**config.mk**
```make
export PLATFORM = sky130hd
export DESIGN_NAME = fp_defer_queue
export DESIGN_NICKNAME = d
export VERILOG_FILES = /design/src/rtl/fpdq_pkg.sv /design/src/rtl/fpdq_store.sv /design/src/rtl/fpdq_pick.sv /design/src/rtl/fpdq_track.sv /design/src/rtl/fpdq_reader.sv /design/src/rtl/fp_defer_queue.sv
export SDC_FILE = /design/constraint.sdc
export NUM_CORES = 1
export LEC_CHECK = 0
export CAP_MARGIN = 20
export CORE_MARGIN = 1.5
export CORE_UTILIZATION = 45
export DETAILED_ROUTE_END_ITERATION = 10
export PLACE_DENSITY = 0.64
export SYNTH_ARGS = -nofsm -noshare
export SYNTH_HDL_FRONTEND = slang
export SYNTH_SLANG_ARGS = --single-unit
```
**constraint.sdc**
```tcl
create_clock -name clk -period 27.4 [get_ports clk]
set_input_delay 5.48 -clock clk [delete_from_list [all_inputs] [get_ports clk]]
set_output_delay 5.48 -clock clk [all_outputs]
set_load 0.01 [all_outputs]
```
**src/rtl/fpdq_pkg.sv**
```systemverilog
package fpdq_pkg;
  typedef enum logic [1:0] {
    RD_IDLE = 2'd0,
    RD_ADDR = 2'd1,
    RD_INSN = 2'd2
  } rd_state_e;
endpackage

```
**src/rtl/fpdq_store.sv**
```systemverilog
module fpdq_store #(
  parameter int SLOTS  = 5,
  parameter int TAG_W  = 3,
  parameter int WORD_W = 32
) (
  input  logic              clk,
  input  logic              we,
  input  logic [TAG_W-1:0]  waddr,
  input  logic [WORD_W-1:0] wdata_a,
  input  logic [WORD_W-1:0] wdata_i,
  input  logic              re_a,
  input  logic [TAG_W-1:0]  raddr_a,
  input  logic              re_i,
  input  logic [TAG_W-1:0]  raddr_i,
  output logic [WORD_W-1:0] rdata_a,
  output logic [WORD_W-1:0] rdata_i
);
  // Two simple dual-port arrays with registered reads (block RAM friendly)
  logic [WORD_W-1:0] addr_mem [SLOTS];
  logic [WORD_W-1:0] insn_mem [SLOTS];

  always_ff @(posedge clk) begin
    if (we) begin
      addr_mem[waddr] <= wdata_a;
      insn_mem[waddr] <= wdata_i;
    end
  end

  always_ff @(posedge clk) begin
    if (re_a) rdata_a <= addr_mem[raddr_a];
  end

  always_ff @(posedge clk) begin
    if (re_i) rdata_i <= insn_mem[raddr_i];
  end
endmodule

```
**src/rtl/fpdq_pick.sv**
```systemverilog
module fpdq_pick #(
  parameter int SLOTS = 5,
  parameter int TAG_W = 3
) (
  input  logic [SLOTS-1:0] live,
  input  logic [TAG_W-1:0] head,
  input  logic [TAG_W-1:0] fault_idx,
  input  logic             fault_live,
  output logic [TAG_W-1:0] sel
);
  // The faulting entry wins; otherwise the oldest unfinished entry from head.
  always_comb begin
    sel = head;
    for (int i = SLOTS - 1; i >= 0; i--) begin
      int j;
      j = int'(head) + i;
      if (j >= SLOTS) j = j - SLOTS;
      if (live[j]) sel = TAG_W'(j);
    end
    if (fault_live && live[fault_idx]) sel = fault_idx;
  end
endmodule

```
**src/rtl/fpdq_track.sv**
```systemverilog
module fpdq_track #(
  parameter int DEPTH = 4,
  parameter int SLOTS = 5,
  parameter int TAG_W = 3,
  parameter int CNT_W = 3
) (
  input  logic             clk,
  input  logic             rst,
  input  logic             disp_valid,
  input  logic             cmp_valid,
  input  logic [TAG_W-1:0] cmp_tag,
  input  logic             cmp_exc,
  input  logic             pop_fire,
  input  logic [TAG_W-1:0] pop_idx,
  input  logic             rd_idle,
  output logic             disp_fire,
  output logic             disp_ready,
  output logic [TAG_W-1:0] tail,
  output logic [TAG_W-1:0] head,
  output logic [SLOTS-1:0] live,
  output logic             q_empty,
  output logic             trap_req,
  output logic [TAG_W-1:0] fault_idx,
  output logic             fault_live
);
  logic [SLOTS-1:0] valid_q, pend_q, valid_n, pend_n;
  logic [TAG_W-1:0] head_q, tail_q, fault_q;
  logic [CNT_W-1:0] cnt_q;
  logic frozen_q, armed_q, flive_q, trap_q;
  logic cmp_hit, exc_new, retire, thaw;

  function automatic logic [TAG_W-1:0] step(input logic [TAG_W-1:0] p);
    return (p == TAG_W'(SLOTS - 1)) ? '0 : p + 1'b1;
  endfunction

  assign live       = valid_q & pend_q;
  assign q_empty    = ~|live;
  assign disp_ready = frozen_q ? armed_q : (cnt_q < CNT_W'(DEPTH));
  assign disp_fire  = disp_valid & disp_ready;
  assign cmp_hit    = cmp_valid && (int'(cmp_tag) < SLOTS) && live[cmp_tag];
  assign exc_new    = cmp_hit && cmp_exc && !frozen_q;
  assign retire     = !frozen_q && (cnt_q != '0) && !live[head_q];
  assign thaw       = frozen_q && q_empty && rd_idle && !disp_fire;

  always_comb begin
    valid_n = valid_q;
    pend_n  = pend_q;
    if (cmp_hit && !cmp_exc) pend_n[cmp_tag] = 1'b0;
    if (pop_fire)            valid_n[pop_idx] = 1'b0;
    if (retire)              valid_n[head_q] = 1'b0;
    if (disp_fire) begin
      valid_n[tail_q] = 1'b1;
      pend_n[tail_q]  = 1'b1;
    end
    if (thaw) valid_n = '0;
  end

  always_ff @(posedge clk) begin
    if (rst) begin
      valid_q  <= '0;
      pend_q   <= '0;
      head_q   <= '0;
      tail_q   <= '0;
      cnt_q    <= '0;
      frozen_q <= 1'b0;
      armed_q  <= 1'b0;
      flive_q  <= 1'b0;
      fault_q  <= '0;
      trap_q   <= 1'b0;
    end else begin
      valid_q <= valid_n;
      pend_q  <= pend_n;
      trap_q  <= frozen_q && armed_q && disp_fire;
      if (disp_fire) tail_q <= step(tail_q);
      if (thaw) begin
        head_q   <= tail_q;
        cnt_q    <= '0;
        frozen_q <= 1'b0;
        armed_q  <= 1'b0;
        flive_q  <= 1'b0;
      end else begin
        if (retire) head_q <= step(head_q);
        cnt_q <= cnt_q + CNT_W'(disp_fire) - CNT_W'(retire);
        if (exc_new) begin
          frozen_q <= 1'b1;
          armed_q  <= 1'b1;
          fault_q  <= cmp_tag;
          flive_q  <= 1'b1;
        end else begin
          if (armed_q && disp_fire) armed_q <= 1'b0;
          if (pop_fire && pop_idx == fault_q) flive_q <= 1'b0;
        end
      end
    end
  end

  assign tail       = tail_q;
  assign head       = head_q;
  assign trap_req   = trap_q;
  assign fault_idx  = fault_q;
  assign fault_live = flive_q;
endmodule

```
**src/rtl/fpdq_reader.sv**
```systemverilog
module fpdq_reader
  import fpdq_pkg::*;
#(
  parameter int TAG_W  = 3,
  parameter int WORD_W = 32
) (
  input  logic              clk,
  input  logic              rst,
  input  logic              rd_req,
  input  logic              rd_super,
  input  logic              q_empty,
  input  logic [TAG_W-1:0]  sel_idx,
  input  logic [WORD_W-1:0] mem_a,
  input  logic [WORD_W-1:0] mem_i,
  output logic              pop_fire,
  output logic [TAG_W-1:0]  pop_idx,
  output logic              re_a,
  output logic [TAG_W-1:0]  raddr_a,
  output logic              re_i,
  output logic [TAG_W-1:0]  raddr_i,
  output logic              rd_idle,
  output logic              rd_valid,
  output logic [WORD_W-1:0] rd_data,
  output logic              priv_err,
  output logic              underflow
);
  rd_state_e        state_q;
  logic [TAG_W-1:0] idx_q;

  assign rd_idle  = (state_q == RD_IDLE);
  assign pop_fire = rd_idle && rd_req && rd_super && !q_empty;
  assign pop_idx  = sel_idx;
  assign re_a     = pop_fire;
  assign raddr_a  = sel_idx;
  assign re_i     = (state_q == RD_ADDR);
  assign raddr_i  = idx_q;
  assign rd_valid = !rd_idle;
  assign rd_data  = (state_q == RD_INSN) ? mem_i : mem_a;

  always_ff @(posedge clk) begin
    if (rst) begin
      state_q   <= RD_IDLE;
      idx_q     <= '0;
      priv_err  <= 1'b0;
      underflow <= 1'b0;
    end else begin
      priv_err  <= rd_idle && rd_req && !rd_super;
      underflow <= rd_idle && rd_req && rd_super && q_empty;
      unique case (state_q)
        RD_IDLE: if (pop_fire) begin
          state_q <= RD_ADDR;
          idx_q   <= sel_idx;
        end
        RD_ADDR: state_q <= RD_INSN;
        RD_INSN: state_q <= RD_IDLE;
        default: state_q <= RD_IDLE;
      endcase
    end
  end
endmodule

```
**src/rtl/fp_defer_queue.sv**
```systemverilog
module fp_defer_queue #(
  parameter int DEPTH  = 4,
  parameter int WORD_W = 32,
  parameter int TAG_W  = $clog2(DEPTH + 1)
) (
  input  logic              clk,
  input  logic              rst,
  input  logic              disp_valid,
  input  logic [WORD_W-1:0] disp_addr,
  input  logic [WORD_W-1:0] disp_insn,
  output logic              disp_ready,
  output logic [TAG_W-1:0]  disp_tag,
  input  logic              cmp_valid,
  input  logic [TAG_W-1:0]  cmp_tag,
  input  logic              cmp_exc,
  output logic              trap_req,
  input  logic              rd_req,
  input  logic              rd_super,
  output logic              rd_valid,
  output logic [WORD_W-1:0] rd_data,
  output logic              q_empty,
  output logic              rd_priv_err,
  output logic              rd_underflow
);
  localparam int SLOTS = DEPTH + 1;
  localparam int CNT_W = $clog2(SLOTS + 1);

  logic             disp_fire, pop_fire, rd_idle, fault_live, re_a, re_i;
  logic [TAG_W-1:0] tail, head, fault_idx, sel_idx, pop_idx, raddr_a, raddr_i;
  logic [SLOTS-1:0] live;
  logic [WORD_W-1:0] mem_a, mem_i;

  fpdq_track #(.DEPTH(DEPTH), .SLOTS(SLOTS), .TAG_W(TAG_W), .CNT_W(CNT_W)) u_track (
    .clk(clk), .rst(rst), .disp_valid(disp_valid),
    .cmp_valid(cmp_valid), .cmp_tag(cmp_tag), .cmp_exc(cmp_exc),
    .pop_fire(pop_fire), .pop_idx(pop_idx), .rd_idle(rd_idle),
    .disp_fire(disp_fire), .disp_ready(disp_ready), .tail(tail), .head(head),
    .live(live), .q_empty(q_empty), .trap_req(trap_req),
    .fault_idx(fault_idx), .fault_live(fault_live)
  );

  fpdq_pick #(.SLOTS(SLOTS), .TAG_W(TAG_W)) u_pick (
    .live(live), .head(head), .fault_idx(fault_idx),
    .fault_live(fault_live), .sel(sel_idx)
  );

  fpdq_store #(.SLOTS(SLOTS), .TAG_W(TAG_W), .WORD_W(WORD_W)) u_store (
    .clk(clk), .we(disp_fire), .waddr(tail),
    .wdata_a(disp_addr), .wdata_i(disp_insn),
    .re_a(re_a), .raddr_a(raddr_a), .re_i(re_i), .raddr_i(raddr_i),
    .rdata_a(mem_a), .rdata_i(mem_i)
  );

  fpdq_reader #(.TAG_W(TAG_W), .WORD_W(WORD_W)) u_reader (
    .clk(clk), .rst(rst), .rd_req(rd_req), .rd_super(rd_super),
    .q_empty(q_empty), .sel_idx(sel_idx), .mem_a(mem_a), .mem_i(mem_i),
    .pop_fire(pop_fire), .pop_idx(pop_idx), .re_a(re_a), .raddr_a(raddr_a),
    .re_i(re_i), .raddr_i(raddr_i), .rd_idle(rd_idle), .rd_valid(rd_valid),
    .rd_data(rd_data), .priv_err(rd_priv_err), .underflow(rd_underflow)
  );

  assign disp_tag = tail;
endmodule

```
### Yosys cells after proc, flatten, opt, wreduce, memory -nomap -nowiden

Memories as Yosys holds them, arrays and structs flattened. A register that Yosys moved wholly into a read port is not among the register bits.
Cells that the tools add are included.
Widths: inputs -> output; s select.

* bits in registers: 33
* bits in latches: 0
* memory bits (writable): 320
* ROM bits: 0
* memories kept: 2

Memories
* u_store.addr_mem: words 5, width 32, read ports 1, clocked after memory_dff 1, write ports 1, line fpdq_store.sv:19 `logic [WORD_W-1:0] addr_mem [SLOTS];`
* u_store.insn_mem: words 5, width 32, read ports 1, clocked after memory_dff 1, write ports 1, line fpdq_store.sv:20 `logic [WORD_W-1:0] insn_mem [SLOTS];`

* add/sub/neg operators: 13
* multiply operators: 0
* divide/modulo/power cells: 0
* order comparisons: 21
* eq/ne operators: 6
* shifts and indexed selects: 0
* mux-type cells: 59
* bitwise gates (word level): 11
* reductions and logical operators: 40

Operators by type and width (count)
* $mux 32: 6
* $lt 32x5->1 const B: 5
* $ge 32x4->1 const B: 4
* $sub 32x4->32 const B: 4
* $mux 3: 10
* $mux 5: 5
* $bmux 1 s3: 8
* $logic_and 1x1->1: 24
* $mux 1: 24
* $and 5x5->5: 4
* $lt 3x4->1 const B: 5
* $not 5->5: 3
* $demux 1 s3: 4
* $ge 3x1->1 const B: 4
* $or 5x5->5: 2
* $add 3x2->4 const B: 2
* $logic_not 1->1: 7
* $add 3x1->3 const B: 2
* $eq 3x3->1 const B: 2
* $lt 3x3->1 const B: 2
* $reduce_bool 2->1: 3
* $reduce_or 5->1: 1
* $add 3x1->4 const B: 1
* $add 3x3->4 const B: 1
* 16 further kinds: 17

### Longest topological paths before layout

Gate-level depths: netlist of run 1.

* depth in word-level cells: 23
* mapped depth: 17
* gate-level depth less buffers: 13

### By module

From an unflattened synthesis of run 1, not the netlist that was laid out.

* cell total of the unflattened synthesis: 1190
* area, all modules: 18054.8 sq um

Modules (own cells, without submodules)
* fpdq_store: instances 1, cells each 758, area an instance 14403.8 sq um, sequential area each 11531.1 sq um
* fpdq_track: instances 1, cells each 174, area an instance 1448.9 sq um, sequential area each 520.5 sq um
* fpdq_pick: instances 1, cells each 186, area an instance 1321.3 sq um, sequential area each 0.0 sq um
* fpdq_reader: instances 1, cells each 72, area an instance 880.8 sq um, sequential area each 140.1 sq um

### Worst setup path before layout of run 1

OpenSTA, ideal clock, no wires.

* kind: in2reg
* start point: in disp_valid
* end point: mem u_store.addr_mem[4][0], enable pin
* library setup time: 0.674 ns
* data arrival time: 12.339 ns
* path slack: 14.387 ns
* cell stages on the path: 2
* buffers on the path: 0
* cell sequence: nand2_1 > nor4b_1

* word-level cells in the longest chain between the ends: 3

Ends and longest elaborated chain
* from (decl): line fp_defer_queue.sv:8 `input logic disp_valid,`
* $and 1x1->1: line fpdq_track.sv:39 `assign disp_fire = disp_valid & disp_ready;`
* $mux 1: line fpdq_store.sv:23 `if (we) begin`
* $mux 1 (implied by the code): line fpdq_store.sv:24 `addr_mem[waddr] <= wdata_a;`
* to (decl): line fpdq_store.sv:19

Every way passes these cells.

### Final worst setup path of run 1

* start point: reg u_reader.state_q[1]
* end point: out rd_data[0]

* word-level cells in the longest chain between the ends: 2

Ends and longest elaborated chain
* from (decl): line fpdq_reader.sv:27 `rd_state_e state_q;`
* from (signal assigned): line fpdq_reader.sv:42 `state_q <= RD_IDLE;`
* from (signal assigned): line fpdq_reader.sv:51 `state_q <= RD_ADDR;`
* from (signal assigned): line fpdq_reader.sv:54 `RD_ADDR: state_q <= RD_INSN;`
* $eq 2x2->1: line fpdq_reader.sv:38 `assign rd_data = (state_q == RD_INSN) ? mem_i : mem_a;`
* $mux 32: line fpdq_reader.sv:38
* to (decl): line fp_defer_queue.sv:20 `output logic [WORD_W-1:0] rd_data,`

Every way passes these cells.

==> impl_metrics.ini, run 1 <==
[cells_and_area]
final_nets = 1320
fin_util_pct = 53.8
syn_to_final_growth_pct = 17.0
drive_gt1_share_pct = 20.6
layout_commonest_cell = edfxtp_1
mostFrequentLayoutCells = 384 x edfxtp_1, 114 x clkdlybuf4s50_1, 66 x mux2_2, 61 x a21oi_1, 48 x nor2_1

[timing]
finalMaxSlewViolations = 0
period_minus_slack_ns = 8.07
rsz0062_at_grt = false
fin_setup_tns_ns = 0
min_period_over_period_pct = 29.5
finalSetupViolCount = 0
slew_headroom_pct = 25.1
hold_viol_final = 0
worstMarginPinSlew_ns = 1.12
finClkSkew_ns = 0.0191
max_freq_mhz = 124

[critical_path]
path_max_fanout = 20
critical_path_class = register to output port
cp.required_ns = 21.92
worst_setup_path_start_kind = register
arrival_ns = 2.59
critPathCaptureType = output port

[synth]
synth_nets = 1207
synth-seq-area-share_pct = 68.2
synth_ff_type = edfxtp_1
ys_warn_count = 0
synth_cells = 1114
async_reset_ff_share_pct = 0
ys_ff_latch = 417
syn_area_mm2 = 0.0179
synth_edf_count = 384
synth_cell_types = 80
synth_area_per_cell_um2 = 16.1

[run_status]
status = completed

[floorplanning]
start_util_pct = 46.0
num_rows = 72
die-area_mm2 = 0.0410
io-pin-count = 115
core_area_mm2 = 0.0389
dieHeight_um = 202
die_x_um = 202

[drt]
postRouteWirelength_um = 41400
drc = 0
vias = 10318
dr.max_layer_used = met5
drtAntennaViolNets = 0
wl_met1_um = 18400
route.met2.wl_um = 19800
wl_met3_um = 2510
via_per_inst = 5.80
first_pass_iters = 8
wl_per_cell_um = 23.3
drt_iter0_drc = 800

[placed_design]
gp_congestion = 0.884
io_buffers = 114
dp.final_hpwl_um = 24400

[hold_path]
holdCritPathClass = register to register

[clock_tree]
clkLatencyLatePin_ns = 0.54
cts_tree = done
cts_resized = 0
clock_path_buffers = 3
cts-root-buf = clkbuf_16
htreeDepth = 2
path_clk_slew_ns = 0.06
clock_sinks = 417
post_cts_buffers = 0
holdBufCountCts = 0
cts_buffers = 42

[job]
maxCapViolations = 0

[power_and_ir_drop]
netSwitchingFraction_pct = 33.3
p_seq_share_pct = 37.8
power_frac_comb_pct = 35.8
p_leak_nw = 6.72
ir_drop_mv = 0.122
p_sw_mw = 0.692
p_clk_share_pct = 26.5
power_density_mw_per_mm2 = 99.5
p_int_mw = 1.39

[grt]
grt_max_degree = 67
grt_pass1_wl_um = 62800
grt_usage_pct = 20.3
first_global_vias = 10273
overflow = 0
antenna_found_initial = 4
-- critical path: stages, from the launching register on --
cell and delay (ns):
dfxtp_1 0.40, nor2b_4 0.56, buf_16 0.24, mux2_2 0.36
clkdlybuf4s50_1 0.47
-- logic make-up (layout without fill, tap and decap cells) --
logic type / count (synthesis) / after routing / share of synthesized area [%]
other: 0 / 2 / 0
xor gates and xnor gates: 4 / 4 / 0.196
buffers and inverters: 87 / 231 / 2.34
AOI/OAI and AO/OA: 216 / 216 / 9.91
DFF: 417 / 417 / 68.2
adders and majority gates: 19 / 19 / 1.41
and+or+nand+nor: 230 / 230 / 7.18
muxes: 141 / 141 / 10.8
-- final timing paths --
kind / slack, ns / startpoint / end / cells after the start
max: 19.33 / u_reader.state_q[1] / rd_data[0] / 4
min: 0.50 / u_track.armed_q / u_track.armed_q / 2
max reg2reg: 22.02 / u_track.head[1] / u_store.rdata_a[25] / 15
min reg2reg: 0.50 / u_track.armed_q / u_track.armed_q / 2
-- Yosys cell counts (all sizes together), types with 3 or more instances --
cell	count	area, µm²
edfxtp	384	11500
mux2	66	743
a21oi	62	314
nor2	48	180
nand2	43	164
mux2i	40	400
a211oi	39	398
clkbuf	37	140
mux4	35	788
nor3b	35	263
dfxtp	33	661
a2111oi	31	397
buf	31	206
o21ai	23	123
inv	19	71.3
ha	17	213
nor3	13	65.1
nor2b	12	75.1
nand3	11	55.1
and3	8	50.1
nand2b	8	50.1
nand4	8	50.1
o211ai	8	65.1
and2	7	43.8
nor4	7	50.1
a21o	5	37.5
a22o	5	43.8
a22oi	5	51.3
and3b	5	43.8
o32a	5	50.1
or3	5	31.3
nand3b	4	30.0
o21a	4	30.0
or2	4	25.0
a21bo	3	30.0
nand4b	3	26.3
o21bai	3	22.5
xnor2	3	26.3
-- per-stage QoR --
step                      hold slack (ns)  instances  instance area (µm²)  setup slack (ns)  power (mW)
final                               0.496       1778                20900             19.33        2.08
after global routing                0.522       1777                20900             19.26        2.18
after CTS                           0.492       1775                20900             19.09        2.10
after detailed placement            0.482       1700                19600             19.38        1.55
after global placement              0.485       1700                19600             19.40        1.54
after floorplan                     0.448       1114                17900             14.39        1.38
-- flip-flops by register name, summed over array words and instances (netlist names) --
signal	count
u_store.addr_mem	160
u_store.insn_mem	160
u_store.rdata_a	32
u_store.rdata_i	32
u_track.pend_q	5
u_track.valid_q	5
u_reader.raddr_i	3
u_track.cnt_q	3
u_track.fault_idx	3
u_track.head	3
u_track.tail	3
u_reader.state_q	2
u_reader.priv_err	1
u_reader.underflow	1
u_track.armed_q	1
u_track.fault_live	1
u_track.frozen_q	1
u_track.trap_req	1
-- per-layer routing --
layer	up-vias	GRT usage, %
met2	328	33.0
li1	4675	-
met4	2	4.60
met1	5261	29.0
met5	-	0
met3	52	2.98
-- power groups by stage --
stage,sequential [mW],clock [mW],combinational (mW)
6_report,0.787,0.551,0.745
5_1_grt,0.789,0.585,0.806
3_3_place_gp,0.798,0,0.742
3_5_place_dp,0.800,0,0.754
2_1_floorplan,0.801,0,0.581
4_1_cts,0.787,0.561,0.753
-- layout make-up --
| class | count | area, µm² |
|---|---|---|
| clock inverter | 23 | 203 |
| sequential | 417 | 12200 |
| fill | 3155 | 18000 |
| antenna | 2 | 5.00 |
| multi-input combinational | 610 | 5360 |
| clock buffer | 52 | 1120 |
| timing repair buffer | 137 | 1330 |
| tap | 518 | 648 |
| inverter | 19 | 71.3 |
Note: power is estimated with default switching activity, not from simulation.
==> run 2, diff against run 1 <==
--- a/config.mk
+++ b/config.mk
@@ -9,7 +9,7 @@
 export CORE_MARGIN = 1.5
 export CORE_UTILIZATION = 45
 export DETAILED_ROUTE_END_ITERATION = 10
-export PLACE_DENSITY = 0.64
+export PLACE_DENSITY = 0.67
 export SYNTH_ARGS = -nofsm -noshare
 export SYNTH_HDL_FRONTEND = slang
 export SYNTH_SLANG_ARGS = --single-unit
==> constraint.sdc (replaced) <==
create_clock -name clk -period 6.6 [get_ports clk]
set_input_delay 1.32 -clock clk [delete_from_list [all_inputs] [get_ports clk]]
set_output_delay 1.32 -clock clk [all_outputs]
set_load 0.01 [all_outputs]
==> impl_metrics.ini, run 2 (same netlist as run 1, synthesis figures left out) <==
[cells_and_area]
diodes = 0
largestRegisters = u_store.addr_mem (160), u_store.insn_mem (160)
fill_cells = 3168
mostFrequentLayoutCells = 384 x edfxtp_1, 114 x clkdlybuf4s50_1, 66 x mux2_2, 61 x a21oi_1, 48 x nor2_1
syn_to_final_growth_pct = 17.1
final_nets = 1318
layout_commonest_cell = edfxtp_1
drive_gt1_share_pct = 20.2
final_area_mm2 = 0.0209

[placed_design]
pre_cts_slack_ns = 1.71
io_buffers = 114
gp_congestion = 0.896
post_dp_cell_area_mm2 = 0.0196
dp.final_hpwl_um = 25300

[timing]
worstMarginPinSlew_ns = 1.11
min_period_over_period_pct = 74.1
hold_viol_final = 0
rsz0062_at_grt = false
max_freq_mhz = 204
period_minus_slack_ns = 4.89
slew_headroom_pct = 26.0
finalMaxSlewViolations = 0
finClkSkew_ns = 0.0181
finalSetupViolCount = 0
setup_ws_ns = 1.71

[hold_path]
holdCritPathClass = register to register

[critical_path]
arrival_ns = 5.18
worstPathCellList = buf_4 -> inv_1 -> ha_1 -> and3b_1 -> a211oi_1 -> o32a_1 -> o21bai_1 -> a211oi_1 -> o211ai_4 -> and3_2 -> buf_4 -> a211oi_1
cpMaxStageDelayCell = ha_1
critPathBufInv = 3
critical_path_class = register to register
critPathCaptureType = register
cp.required_ns = 6.89
critPathTopFamily = compound AO/OA/AOI/OAI gates
critical-path-max-stage-delay_ns = 0.79
worst_setup_path_start_kind = register
path_max_fanout = 23
critPathMostFrequentCell = a211oi_1

[clock_tree]
cts_resized = 0
cts-root-buf = clkbuf_16
cts_buffers = 42
holdBufCountCts = 0
clock_path_buffers = 3
post_cts_buffers = 0
clock_sinks = 417
cts_tree = done
htreeDepth = 2
path_clk_slew_ns = 0.06
clkLatencyLatePin_ns = 0.56

[grt]
grt_max_degree = 67
grt_usage_pct = 20.8
grt_pass1_wl_um = 64200
antenna_found_initial = 3
first_global_vias = 10379
overflow = 0

[drt]
drt_iter0_drc = 808
via_per_inst = 5.80
drc = 0
wl_per_cell_um = 23.7
dr.max_layer_used = met5
drtAntennaViolNets = 0
first_pass_iters = 5
route.met2.wl_um = 20400
wl_met1_um = 18200
postRouteWirelength_um = 41900
vias = 10254
wl_met3_um = 2510

[power_and_ir_drop]
power_density_mw_per_mm2 = 412
p_leak_nw = 6.70
ir_drop_mv = 0.441
finalPower_mw = 8.62

[floorplanning]
num_rows = 72
die-area_mm2 = 0.0410
core_area_mm2 = 0.0389
die_x_um = 202
io-pin-count = 115
start_util_pct = 46.0
dieHeight_um = 202

[run_status]
status = completed

[job]
maxCapViolations = 0
[run 2: cell types whose count changed in the layout (fill, tap and decap cells not counted), moves of 2 or more]
| cell | change |
|---|---|
| clkinv_2 | -6 |
| buf_4 | -4 |
| buf_12 | +3 |
| o21ai_2 | -3 |
| o21ai_4 | +3 |
| clkbuf_16 | +2 |
| clkinvlp_4 | -2 |
| diode_2 | -2 |
| inv_6 | +2 |
[run 2: final cells by class]
type / count / area [µm²] / share of cell area, %
Inverter: 19 / 71.3 / 0.340
Tap cell: 518 / 648 / 3.09
Multi-Input combinational cell: 610 / 5390 / 25.7
Sequential cell: 417 / 12200 / 58.2
Clock inverter: 17 / 153 / 0.729
Clock buffer: 53 / 1160 / 5.52
Timing Repair Buffer: 135 / 1340 / 6.38
[run 2: worst reg2reg max path, stage by stage, from the launching register on]
cell and delay [ns]:
dfxtp_1 0.32, buf_4 0.20, inv_1 0.22, ha_1 0.79, and3b_1 0.29, a211oi_1 0.23, o32a_1 0.29, o21bai_1 0.18
a211oi_1 0.18, o211ai_4 0.64, and3_2 0.77, buf_4 0.39, a211oi_1 0.12
[run 2: worst paths after layout]
check	startpoint	endpoint	slack [ns]	cells after the start
worst max-delay path	u_track.head[1]	u_store.rdata_a[1]	1.71	12
worst max register to register	u_track.head[1]	u_store.rdata_a[1]	1.71	12
worst min register to register	u_track.armed_q	u_track.trap_req	0.48	2
worst min-delay path	u_track.armed_q	u_track.trap_req	0.48	2
[run 2: power breakdown]
part / switching (mW) / internal (mW)
sequential: 0.0629 / 3.20
combinational: 1.80 / 1.27
clock: 0.967 / 1.32
[run 2: per-layer routing]
metal / vias up / global-route usage [%]
met2: 352 / 33.8
li1: 4672 / -
met1: 5162 / 29.0
met3: 64 / 3.55
met4: 4 / 5.61
met5: - / 0
[run 2: stage by stage]
stage	cells	setup TNS [ns]	hold WS [ns]	utilization (%)
2_1_floorplan	1114	-470.37	0.448	-
3_3_place_gp	1699	0	0.467	50.5
3_5_place_dp	1699	0	0.469	50.5
4_1_cts	1769	0	0.482	53.8
5_1_grt	1769	0	0.518	53.8
6_report	1769	0	0.480	53.8
